### src/rtl/updown_trim.sv
module updown_trim #(
  parameter int W = 7
) (
  input  logic         clk,
  input  logic         rst_n,
  input  logic         sel_n,
  input  logic         stb,
  input  logic         dir_up,
  output logic [W-1:0] code,
  output logic         busy,
  output logic         mem_rd_req,
  input  logic [W-1:0] mem_rd_data,
  input  logic         mem_rd_ack,
  output logic         mem_wr_req,
  output logic [W-1:0] mem_wr_data,
  input  logic         mem_wr_ack
);
  localparam logic [W-1:0] TOP = '1;
  localparam logic [W-1:0] BOT = '0;

  typedef enum logic [1:0] {S_RECALL, S_IDLE, S_WRITE} st_t;

  st_t          st;
  logic [W-1:0] code_q, saved_q;
  logic [2:0]   sel_h, stb_h, dir_h;

  always_ff @(posedge clk or negedge rst_n) begin
    if (!rst_n) begin
      sel_h <= 3'b111;
      stb_h <= 3'b111;
      dir_h <= 3'b000;
    end else begin
      sel_h <= {sel_h[1:0], sel_n};
      stb_h <= {stb_h[1:0], stb};
      dir_h <= {dir_h[1:0], dir_up};
    end
  end

  wire stb_fall = stb_h[2] & ~stb_h[1];
  wire sel_rise = ~sel_h[2] & sel_h[1];
  wire idle     = (st == S_IDLE);
  wire do_step  = idle & stb_fall & ~sel_h[1];
  wire do_store = idle & sel_rise & stb_h[1] & (code_q != saved_q);

  always_ff @(posedge clk or negedge rst_n) begin
    if (!rst_n) begin
      st      <= S_RECALL;
      code_q  <= BOT;
      saved_q <= BOT;
    end else begin
      case (st)
        S_RECALL: if (mem_rd_ack) begin
          code_q  <= mem_rd_data;
          saved_q <= mem_rd_data;
          st      <= S_IDLE;
        end
        S_IDLE: begin
          if (do_step) begin
            if (dir_h[1] && code_q != TOP)       code_q <= code_q + 1'b1;
            else if (!dir_h[1] && code_q != BOT) code_q <= code_q - 1'b1;
          end
          if (do_store) st <= S_WRITE;
        end
        S_WRITE: if (mem_wr_ack) begin
          saved_q <= code_q;
          st      <= S_IDLE;
        end
        default: st <= S_RECALL;
      endcase
    end
  end

  assign code        = code_q;
  assign busy        = !idle;
  assign mem_rd_req  = (st == S_RECALL);
  assign mem_wr_req  = (st == S_WRITE);
  assign mem_wr_data = code_q;

  a_r1_one_request: assert property (@(posedge clk) disable iff (!rst_n)
    !(mem_rd_req && mem_wr_req));

  a_r2_single_step: assert property (@(posedge clk) disable iff (!rst_n)
    idle |=> (code == $past(code) || code == $past(code) + 1'b1 || code == $past(code) - 1'b1));

  a_r4_no_wrap: assert property (@(posedge clk) disable iff (!rst_n)
    (idle && code == TOP) |=> (code == TOP || code == TOP - 1'b1));

  a_r5_req_held: assert property (@(posedge clk) disable iff (!rst_n)
    (mem_wr_req && !mem_wr_ack) |=> (mem_wr_req && $stable(mem_wr_data)));

  a_r8_standby_hold: assert property (@(posedge clk) disable iff (!rst_n)
    (idle && sel_h[1] && sel_h[2]) |=> $stable(code));

  a_r9_hold_while_busy: assert property (@(posedge clk) disable iff (!rst_n)
    (st == S_WRITE) |=> $stable(code));

  a_r10_no_redundant_store: assert property (@(posedge clk) disable iff (!rst_n)
    $rose(mem_wr_req) |-> (mem_wr_data != saved_q));
endmodule

### config.mk
export PLATFORM = sky130hd
export DESIGN_NAME = updown_trim
export DESIGN_NICKNAME = d
export VERILOG_FILES = /design/src/rtl/updown_trim.sv
export SDC_FILE = /design/constraint.sdc
export NUM_CORES = 1
export LEC_CHECK = 0
export CORE_ASPECT_RATIO = 1.4
export CORE_UTILIZATION = 66
export DETAILED_ROUTE_END_ITERATION = 8
export DONT_BUFFER_PORTS = 1
export PLACE_DENSITY = 0.82
export SYNTH_ARGS = -nofsm -noshare
export SYNTH_HDL_FRONTEND = slang
export SYNTH_SLANG_ARGS = --single-unit
### constraint.sdc
create_clock -name clk -period 6.55 [get_ports clk]
set_clock_uncertainty 0.1 [all_clocks]
set_input_delay 0.655 -clock clk [delete_from_list [all_inputs] [get_ports clk]]
set_output_delay 0.655 -clock clk [all_outputs]
set_load 0.02 [all_outputs]
; Word-level counts from Yosys, hierarchy flattened
; Cells that the tools add are included.
[totals]
out_inout_bits = 17
in_bits = 14
word_cells = 49
register_bits = 24
[classes]
n_reduce_logical = 11
bitwise = 10
n_eq_ne = 9
add_sub_neg = 2
muxes = 11
[ops]
columns = operator, count
row1 = 7-bit 2-to-1 mux, 5
row2 = 7-bit one-hot mux with 2 select lines, 2
row3 = 2-bit by 1-bit != test with 1-bit output (second input constant), 4
row4 = 7-bit by 1-bit adder with 7-bit output (second input constant), 1
row5 = 1-bit AND, 7
row6 = 7-bit != test, 1
row7 = 7-bit != test (second input constant), 1
row8 = 7-bit nonzero test, 1
row9 = 7-bit by 1-bit subtractor with 7-bit output (second input constant), 1
row10 = 2-bit 2-to-1 mux, 3
row11 = 2-bit one-hot mux with 3 select lines, 1
row12 = 3-bit AND reduction, 2
row13 = 4-bit AND reduction, 1
row14 = 2-bit nonzero test, 2
row15 = 3-bit by 1-bit != test with 1-bit output (second input constant), 1
row16 = 1-bit inverter, 3
row17 = 2-bit by 1-bit equality test with 1-bit output (second input constant), 1
row18 = 2-bit equality test (second input constant), 1
row19 = 1-bit logical AND, 2
row20 = 1-bit zero test, 2
row21 = 2-bit zero test, 1

; Logic depth before layout (Yosys ltp)
; Gate-level depths: netlist (run 1).
[logic_depth]
depth_word = 7
depth_mapped = 9
mapped_depth_nobuf = 8

; Worst setup path before layout (run 1)
; Ideal clock, no wire load.
[synth_path]
path_type = register to register
startpoint = reg code_q[0] (netlist: code[0])
endpoint = reg code_q[5] (netlist: code[5])
arrival_time_ns = 2.668
slack_ns = 3.718
setup_time_ns = 0.065
path_stages_with_launch = 10
t_required_ns = 6.385
path_buffers = 1
period_less_slack_ns = 2.832
cell_sequence = dfrtp_1 -> clkbuf_1 -> nand4_1 -> o21ai_0 -> ha_1 -> or3b_2 -> o211ai_1 -> o21ai_0 -> a21oi_1 -> a21o_1
[synth_between]
elab_chain_cells = 5
word_cells_on_any_way = 12
classes_between = 2 x add/sub / 2 x eq/ne / 4 x mux / 4 x reduce/logical
[synth_rtl]
columns = item, line_no
row1 = from (decl), 24  ; logic [W-1:0] code_q, saved_q;
row2 = from (signal assigned), 53  ; code_q <= mem_rd_data;
row3 = from (signal assigned), 59  ; if (dir_h[1] && code_q != TOP) code_q <= code_q + 1'b1;
row4 = from (signal assigned), 60  ; else if (!dir_h[1] && code_q != BOT) code_q <= code_q - 1'b1;
row5 = 7-bit by 1-bit subtractor with 7-bit output or 7-bit != test (tied branches), "60, 59"
row6 = 7-bit 2-to-1 mux or 1-bit logical AND (tied branches), "60, 59"
row7 = 7-bit 2-to-1 mux, 59
row8 = 7-bit 2-to-1 mux, 58  ; if (do_step) begin
row9 = 7-bit one-hot mux with 2 select lines, 51  ; case (st)
; Parallel ways exist; a longest one is shown, timed or not. The select of a mux whose other input is x is not followed.
; A chain may end at the register's enable or synchronous reset.

; Worst setup path in the final report (run 1)
; Ends and elaborated chain as after synthesis.

==> reports/qor.yml, run 1 <==
die_h_um: 57.2
crit_fanout: 11
ys_types: 38
crit_top_cell: "o21ai_0"
cts_sinks: 24
final_area_um2: 1430
rsz0062_at_grt: "false"
track_usage_pct: 25.4
timing.final.crit_share_pct: 49.7
synth_seq_cells: 24
cp_data_arrival_time_ns: 3.42
cts-buffers-inserted: 3
yosysSeqAreaShare_pct: 42.3
worstMarginPinSlew_ns: 0.807
portBuffers: 0
path_class: "reg -> reg"
pin_count: 31
synth_top_cell_area_share_pct: 31.3
synthesis.nets: 161
place_hpwl_um: 2020
relSlewSlack_pct: 46.0
drt-initial-drc-count: 16
grt_pass1_wl_um: 4510
status: "finished clean"
finalSetupViolCount: 0
tns_ns: 0
gp_congestion: 0.872
root_buffer: "clkbuf_4"
syn_area_um2: 1440
slew_viol_final: 0
hold_path_class: "in -> async"
ctsHtreeMaxLevel: 1
rr_worst_depth: 8
area_growth_pct: -0.956
die_x_um: 41.5
cp.depth: 8
wl_per_cell_um: 17.6
final_cell_mix: "dfrtp_1, nand2_1, o21ai_0"
cp.required_ns: 6.72
finalHoldViolCount: 0
drc: 0
yosys-top-cells-area: "dfrtp_1, dfstp_2, mux2i_1"
diodes: 0
final_common_cell: "dfrtp_1"
clkTransAtPathRegs_ns: 0.13
cts_buffer_depth: 2
antenna_found_initial: 0
ir_worst_vdd_uv: 462
cp_slowest_cell: "dfrtp_1"
dieArea_um2: 2370
grt-ovfl-total: 0
start_kind: "flop"
nets: 155
cellPowerDensity_nw_per_um2: 497
drive_above_1_share_pct: 14.9
synth_cells: 141
cts_tree: "built"
grt_max_degree: 19
via_count: 1022
worst-path-buf-inv: 0
initial_core_util_pct: 72.1
cts_resized: 0
drt-total-wl_um: 2730
synth_area_leader_cell: "dfrtp_1"
placed_cell_area_um2: 1380
leakagePower_nw: 0.589
path_cells: "nand4_1 > o21ai_0 > ha_1 > or3b_2 > o211ai_1 > o21ai_0 > a21oi_1 > a21o_1"
core_um2: 2000
endpoint_kind: "flop"
clk_latency_ns: 0.32
slowest_delay_ns: 0.81
yosysWarnings: 0
firstDrtPassIters: 4
post-route-min-period_ns: 3.25
vias_per_cell: 6.59
drtAntennaViolNets: 0
clock.fmax_ghz: 0.307
syn_avg_cell_area_um2: 10.2
critical_path.top_delay_family: "compound AO/OA/AOI/OAI gates"
drv_cap: 0
grt_pass1_vias: 991
std_cell_rows: 19
[layer usage]
| layer | track usage [%] | up-vias | wire (um) |
|---|---|---|---|
| li1 | - | 486 | - |
| met1 | 31.9 | 484 | 1100 |
| met2 | 42.2 | 47 | 1380 |
| met3 | 5.38 | 5 | 200 |
| met4 | 11.1 | 0 | 51 |
| met5 | 0 | - | 0 |
[cell usage after synthesis]
cell,count
nor3_1,1
inv_1,3
ha_1,5
buf_4,7
nand4_1,2
o22ai_1,1
or3b_2,1
dfrtp_1,18
o21bai_1,1
o21a_4,1
o31a_1,2
nor2b_1,2
nand4b_1,1
nor4b_1,1
clkbuf_1,3
nor3b_1,2
mux2i_1,12
a21oi_1,5
buf_2,1
nor4_1,1
o21ai_2,4
a211oi_1,4
or2_2,2
fa_1,1
a21o_1,3
dfstp_2,6
buf_12,1
o211ai_1,1
nand2_1,15
o2bb2ai_1,1
nor2_1,6
or4_1,2
xnor2_1,4
clkbuf_2,1
o2111ai_2,1
nand3_1,1
o21ai_0,13
xor2_1,5
[state kept, by name, indices dropped and copies added, names as in the netlist]
| register | count |
|---|---|
| sel_h | 3 |
| dir_h | 2 |
| saved_q | 7 |
| code | 7 |
| st | 2 |
| stb_h | 3 |
[layout make-up]
type	instances	area, um2
clock buffer	4	36.3
multi-input combinational	101	726
fill	151	572
inverter	3	11.3
sequential	24	608
timing repair buffer	2	17.5
tap	21	26.3
[what timing repair did]
action	4_1_cts	5_1_grt
hold buffers	1	0
buffers inserted	0	0
endpoints found under the hold margin	18	0
[power by group]
group          switching [mW]  internal [mW]
clock network          0.0450         0.0340
logic                   0.163          0.137
registers               0.133          0.196
[logic make-up after synthesis]
kind of cell,share of synthesized area (%)
AOI/OAI and AO/OA,17.7
DFF,42.3
adders and majority gates,5.74
and+or+nand+nor,13.1
buffers and inverters,7.30
xor gates and xnor gates,5.48
muxes,8.35
[worst paths after layout]
path / slack [ns] / from / end
max: 3.30 / code[0] / code[5]
min in group clk: 0.21 / sel_n / sel_h[0]
max in group asynchronous: 5.10 / rst_n / code[2]
min reg2reg: 0.27 / stb_h[0] / stb_h[1]
min: 0.06 / rst_n / stb_h[1]
max reg2reg: 3.30 / code[0] / code[5]
[through the flow]
| step | hold WS, ns | setup slack (ns) | util [%] | std cells | total power, mW |
|---|---|---|---|---|---|
| 2_1_floorplan | 0.231 | 3.72 | - | 141 | 0.605 |
| 3_3_place_gp | 0.235 | 3.52 | 69.0 | 150 | 0.619 |
| 3_5_place_dp | 0.240 | 3.36 | 69.0 | 150 | 0.629 |
| 4_1_cts | 0.0608 | 3.31 | 71.4 | 155 | 0.708 |
| 5_1_grt | 0.0369 | 3.05 | 71.4 | 155 | 0.758 |
| 6_report | 0.0563 | 3.30 | 71.4 | 155 | 0.708 |
(Power assumes the default switching activity.)
==> inputs of run 2 (changes only) <==
--- a/config.mk
+++ b/config.mk
@@ -5,11 +5,12 @@
 export SDC_FILE = /design/constraint.sdc
 export NUM_CORES = 1
 export LEC_CHECK = 0
+export ABC_AREA = 1
 export CORE_ASPECT_RATIO = 1.4
-export CORE_UTILIZATION = 66
+export CORE_UTILIZATION = 56
 export DETAILED_ROUTE_END_ITERATION = 8
 export DONT_BUFFER_PORTS = 1
-export PLACE_DENSITY = 0.82
+export PLACE_DENSITY = 0.74
 export SYNTH_ARGS = -nofsm -noshare
 export SYNTH_HDL_FRONTEND = slang
 export SYNTH_SLANG_ARGS = --single-unit
==> constraint.sdc (replaced) <==
create_clock -name clk -period 2.7 [get_ports clk]
set_clock_uncertainty 0.1 [all_clocks]
set_input_delay 0.27 -clock clk [delete_from_list [all_inputs] [get_ports clk]]
set_output_delay 0.27 -clock clk [all_outputs]
set_load 0.02 [all_outputs]
==> run 2 against run 1 <==
  * Global-route usage increased by 2.2 points
  * Combinational power increased to 3.9 times the previous value
  * Via count increased by 26%
  * Design area increased by 18%
==> reports/qor.yml, run 2 <==
status: "finished clean"
syn_avg_cell_area_um2: 8.03
yosys-top-cells-area: "dfrtp_1, nand2_1, dfstp_2"
ctsHtreeMaxLevel: 1
slew_viol_final: 0
multiInputGateArea_um2: 761
via_count: 1284
drtAntennaViolNets: 0
yosysWarnings: 0
synth_cells: 186
root_buffer: "clkbuf_4"
pin_count: 31
start_kind: "flop"
grt-ovfl-total: 0
crit_fanout: 7
timing.final.crit_share_pct: 76.8
track_usage_pct: 27.6
synth_common_cells: "nand2_1, dfrtp_1, nand3_1, nor2_1, inv_1"
initial_core_util_pct: 60.5
nets: 220
clkTransAtPathRegs_ns: 0.13
grt_pass1_wl_um: 5740
synth_area_leader_cell: "dfrtp_1"
gp_congestion: 0.851
final_cell_mix: "nand2_1, dfrtp_1, nor2_1, nand3_1, inv_1"
cts_sinks: 24
antenna_found_initial: 0
portBuffers: 0
ys.flop_type: "dfrtp_1"
grt_pass1_vias: 1297
wl_per_cell_um: 15.3
ir_worst_vdd_uv: 655
r2r-start: "code[6]"
drt-initial-drc-count: 62
postCtsSetupRepairBufs: 0
cp_data_arrival_time_ns: 2.20
die_h_um: 63.1
path_cells: "nand2_1 > nor2_1 > nand2_1 > nand2_1 > ha_1 > nand2_1 > nor2_1 > o21ai_0 > nand2_1 > inv_1 > nand2_1 > nand3_1 > nand2_1 > nand2_1"
n_fill_cell: 231
relSlewSlack_pct: 26.8
cts-buffers-inserted: 3
hold_path.startpoint: "mem_rd_data[3]"
drv_cap: 0
cp_slowest_cell: "ha_1"
firstDrtPassIters: 4
synthesis.nets: 206
cts_buffer_depth: 2
final_common_cell: "nand2_1"
finalSetupViolCount: 0
rsz0062_at_grt: "false"
post-route-min-period_ns: 2.07
cp.required_ns: 2.83
vias_per_cell: 5.51
worstMarginPinSlew_ns: 1.09
die_x_um: 45.7
grt_max_degree: 25
core_um2: 2470
tns_ns: 0
finalHoldViolCount: 0
ff_latch_area_um2: 608
clk_latency_ns: 0.32
drive_above_1_share_pct: 14.6
area_growth_pct: 12.6
dieArea_um2: 2880
leakagePower_nw: 0.774
hold-worst-slack_ns: 0.0000713
synth_most_common_cell: "nand2_1"
diodes: 0
endpoint_kind: "flop"
std_cell_rows: 21
synth_seq_cells: 24
synth_edf_count: 0
clock.fmax_ghz: 0.482
place_hpwl_um: 2610
crit_top_cell: "nand2_1"
startpoint: "code[6]"
ys_types: 30
drc: 0
syn_area_um2: 1490
slowest_delay_ns: 0.43
hold_path_class: "in -> reg"
drt-total-wl_um: 3570
synthArstFlopShare_pct: 100
cellPowerDensity_nw_per_um2: 1190
yosysSeqAreaShare_pct: 40.7
path_class: "reg -> reg"
cts_tree: "built"
synth_top_cell_area_share_pct: 30.2
run 2: layout make-up:
cell class / instances / share of cell area (%)
multi-input cells: 138 / 45.2
flip-flops and latches: 24 / 36.1
repair buffers: 18 / 9.67
inverters: 15 / 3.35
well taps: 34 / 2.53
clock inverters: 1 / 1.78
clock buffers: 3 / 1.34
run 2: metal layers:
metal  part of all wire [%]  track usage [%]
met3                    4.6             3.15
met1                     40             32.9
met2                     54             49.3
met5                      0                0
met4                    1.6             7.95
run 2: logic make-up (layout without fill, tap and decap cells):
family          Yosys count  count (layout)  share of synthesized area, %
xor+xnor                  8               8                          4.69
buf+inv                  24              37                          8.37
fa+ha+maj                 6               6                          5.53
flops                    24              24                          40.7
compound gates           22              22                          8.71
simple gates            102             102                          32.0
run 2: final timing paths:
path,end,slack [ns],cells after the start
min reg2reg,sel_h[1],0.27,0
max reg2reg,code[6],0.63,14
min in group asynchronous,code[6],0.49,1
max in group asynchronous,code[5],1.36,1
min,saved_q[3],0.00007,2
max,code[6],0.63,14
run 2: worst max-delay path, delay by kind of cell, from the launching register on:
family          cells  cell delay [ns]
simple gates       11             0.94
fa+ha+maj           1             0.43
compound gates      1             0.09
buf+inv             1             0.04
flops               1             0.40
run 2: where the power goes:
group / internal [mW] / total (mW) / leakage [nW] / switching, mW
sequential: 0.481 / 0.564 / 0.273 / 0.0825
clock: 0.150 / 0.259 / 0.0279 / 0.109
combinational: 0.407 / 1.18 / 0.474 / 0.775
run 2: what timing repair did:
action | CTS | global route
gates resized for setup | 0 | 0
hold buffers | 10 | 1
endpoints found under the hold margin | 33 | 1
run 2: per-stage QoR:
step | instance area (um2) | utilization, % | setup WS, ns | std cells | total power, mW
after global placement | 1520 | 61.6 | 0.736 | 218 | 1.68
final | 1680 | 68.1 | 0.627 | 233 | 2.01
after detailed placement | 1520 | 61.6 | 0.644 | 218 | 1.73
after global routing | 1680 | 68.1 | 0.434 | 233 | 2.17
after floorplan | 1490 | - | 0.530 | 186 | 1.52
after CTS | 1670 | 67.7 | 0.630 | 232 | 2.01
==> inputs of run 3 (changes only) <==
==> config.mk (replaced) <==
export PLATFORM = sky130hd
export DESIGN_NAME = updown_trim
export DESIGN_NICKNAME = d
export VERILOG_FILES = /design/src/rtl/updown_trim.sv
export SDC_FILE = /design/constraint.sdc
export NUM_CORES = 1
export LEC_CHECK = 0
export ABC_AREA = 0
export CORE_ASPECT_RATIO = 1.4
export CORE_UTILIZATION = 62
export DETAILED_ROUTE_END_ITERATION = 8
export DONT_BUFFER_PORTS = 1
export PLACE_DENSITY = 0.78
export SYNTH_ARGS = -nofsm -noshare
export SYNTH_HDL_FRONTEND = slang
export SYNTH_SLANG_ARGS = --single-unit
==> constraint.sdc (replaced) <==
create_clock -name clk -period 2.11 [get_ports clk]
set_clock_uncertainty 0.1 [all_clocks]
set_input_delay 0.211 -clock clk [delete_from_list [all_inputs] [get_ports clk]]
set_output_delay 0.211 -clock clk [all_outputs]
set_load 0.02 [all_outputs]
==> run 3 against run 2 <==
  * The flow now finishes with violations (negative setup slack)
  * Non-clock buffer count up 16
  * First-iteration DRC count down 26%
  * Cell count down 19%
==> reports/qor.yml, run 3 (same netlist as run 1, synthesis figures left out) <==
status: "complete, but fails checks"
failed_checks: "negative setup slack"
ctsHtreeMaxLevel: 1
cp_data_arrival_time_ns: 2.44
root_buffer: "clkbuf_4"
path_class: "reg -> reg"
r2r_slack_ns: -0.14
clkTransAtPathRegs_ns: 0.15
cts_buffer_depth: 2
nets: 187
finalSetupViolCount: 6
clock.fmax_ghz: 0.445
die_h_um: 59
initial_core_util_pct: 66.1
critical_path.top_delay_family: "compound AO/OA/AOI/OAI gates"
cp.required_ns: 2.30
endpoint_kind: "flop"
drt-total-wl_um: 3940
drtAntennaViolNets: 0
ir_worst_vdd_uv: 1050
vias_per_cell: 6.64
leakagePower_nw: 0.755
grt_pass1_wl_um: 5970
timing.final.crit_share_pct: 107
cellPowerDensity_nw_per_um2: 1600
final_common_cell: "buf_4"
pin_count: 31
relSlewSlack_pct: 26.3
clk_latency_ns: 0.33
endpoint: "code[5]"
wl_per_cell_um: 20.9
tns_ns: -0.499
crit_fanout: 6
hold-worst-slack_ns: 0.00675
worstMarginPinSlew_ns: 1.10
via_count: 1248
post-route-min-period_ns: 2.25
grt_pass1_vias: 1201
drive_above_1_share_pct: 37.3
firstDrtPassIters: 4
drv_cap: 0
drt-initial-drc-count: 46
cts_sinks: 24
start_kind: "flop"
antenna_found_initial: 0
worst-path-buf-inv: 1
core_um2: 2180
cp_slowest_cell: "dfrtp_1"
std_cell_rows: 20
rr_worst_depth: 9
portBuffers: 0
final_cell_mix: "buf_4, nand2_1, dfrtp_1"
slowest_delay_ns: 0.47
preCtsSetupSlack_ns: -0.0662
diodes: 0
track_usage_pct: 32.6
area_growth_pct: 28.0
placed_cell_area_um2: 1550
final_area_um2: 1840
gp_congestion: 0.851
startpoint: "code[5]"
die_x_um: 42.7
r2r-end: "code[5]"
setup_ws_ns: -0.137
grt_max_degree: 25
cts_tree: "built"
finalHoldViolCount: 0
drc: 0
place_hpwl_um: 2570
slew_viol_final: 0
path_cells: "nand3_2 > o21ai_4 > buf_4 > ha_4 > or3b_4 > o211ai_1 > o21ai_1 > a21oi_1 > a21o_1"
cts-buffers-inserted: 3
grt-ovfl-total: 0
dieArea_um2: 2520
r2r-start: "code[5]"
cp.depth: 9
rsz0062_at_grt: "true"
hold_path_class: "in -> reg"
-- run 3: worst min path at each step --
stage	from	end	slack, ns	cells after the start
2_1_floorplan	rst_n	code[0]	-0.18	0
3_3_place_gp	rst_n	saved_q[6]	-0.18	0
3_5_place_dp	rst_n	saved_q[6]	-0.18	0
4_1_cts	mem_rd_data[4]	saved_q[4]	0.01	2
5_1_grt	mem_rd_data[5]	saved_q[5]	0.02	2
6_report	mem_rd_data[4]	saved_q[4]	0.007	2
-- run 3: final cells by class --
class                   instances  area (um2)
well taps                      22        27.5
clock buffers                   3        22.5
inverters                       3        11.3
fillers                       129         335
multi-input cells             101         850
clock inverters                 1        30.0
flip-flops and latches         24         613
repair buffers                 34         288
-- run 3: metal layers --
metal | vias up | part of all wire (%) | GRT usage (%)
met5 | - | 0 | 0
met4 | 0 | 4.4 | 17.0
met3 | 15 | 6.6 | 5.18
met2 | 66 | 52 | 56.1
met1 | 621 | 37 | 38.8
li1 | 546 | - | -
-- run 3: what timing repair did --
action,CTS,global route
setup endpoints to repair,3,5
pin swaps,3,12
gates resized for setup,2,15
buffers inserted,2,5
hold endpoints to repair,36,0
hold buffers,10,0
-- run 3: stage by stage --
| stage | utilization, % | total power, mW | cells |
|---|---|---|---|
| 3_5_place_dp | 71.3 | 2.31 | 167 |
| 6_report | 84.6 | 2.95 | 188 |
| 5_1_grt | 84.6 | 3.09 | 188 |
| 4_1_cts | 79.5 | 2.71 | 183 |
| 2_1_floorplan | - | 1.97 | 141 |
| 3_3_place_gp | 71.3 | 2.23 | 167 |
-- run 3: where the power goes --
group / switching [mW] / internal [mW] / total (mW)
Combinational: 1.05 / 0.797 / 1.85
Sequential: 0.132 / 0.621 / 0.753
Clock: 0.156 / 0.192 / 0.349
Total: 1.34 / 1.61 / 2.95
-- run 3: worst register-to-register path, stage by stage (launching register included) --
cell	delay, ns
dfrtp_1	0.47
nand3_2	0.15
o21ai_4	0.36
buf_4	0.20
ha_4	0.15
or3b_4	0.37
o211ai_1	0.09
o21ai_1	0.09
a21oi_1	0.14
a21o_1	0.09
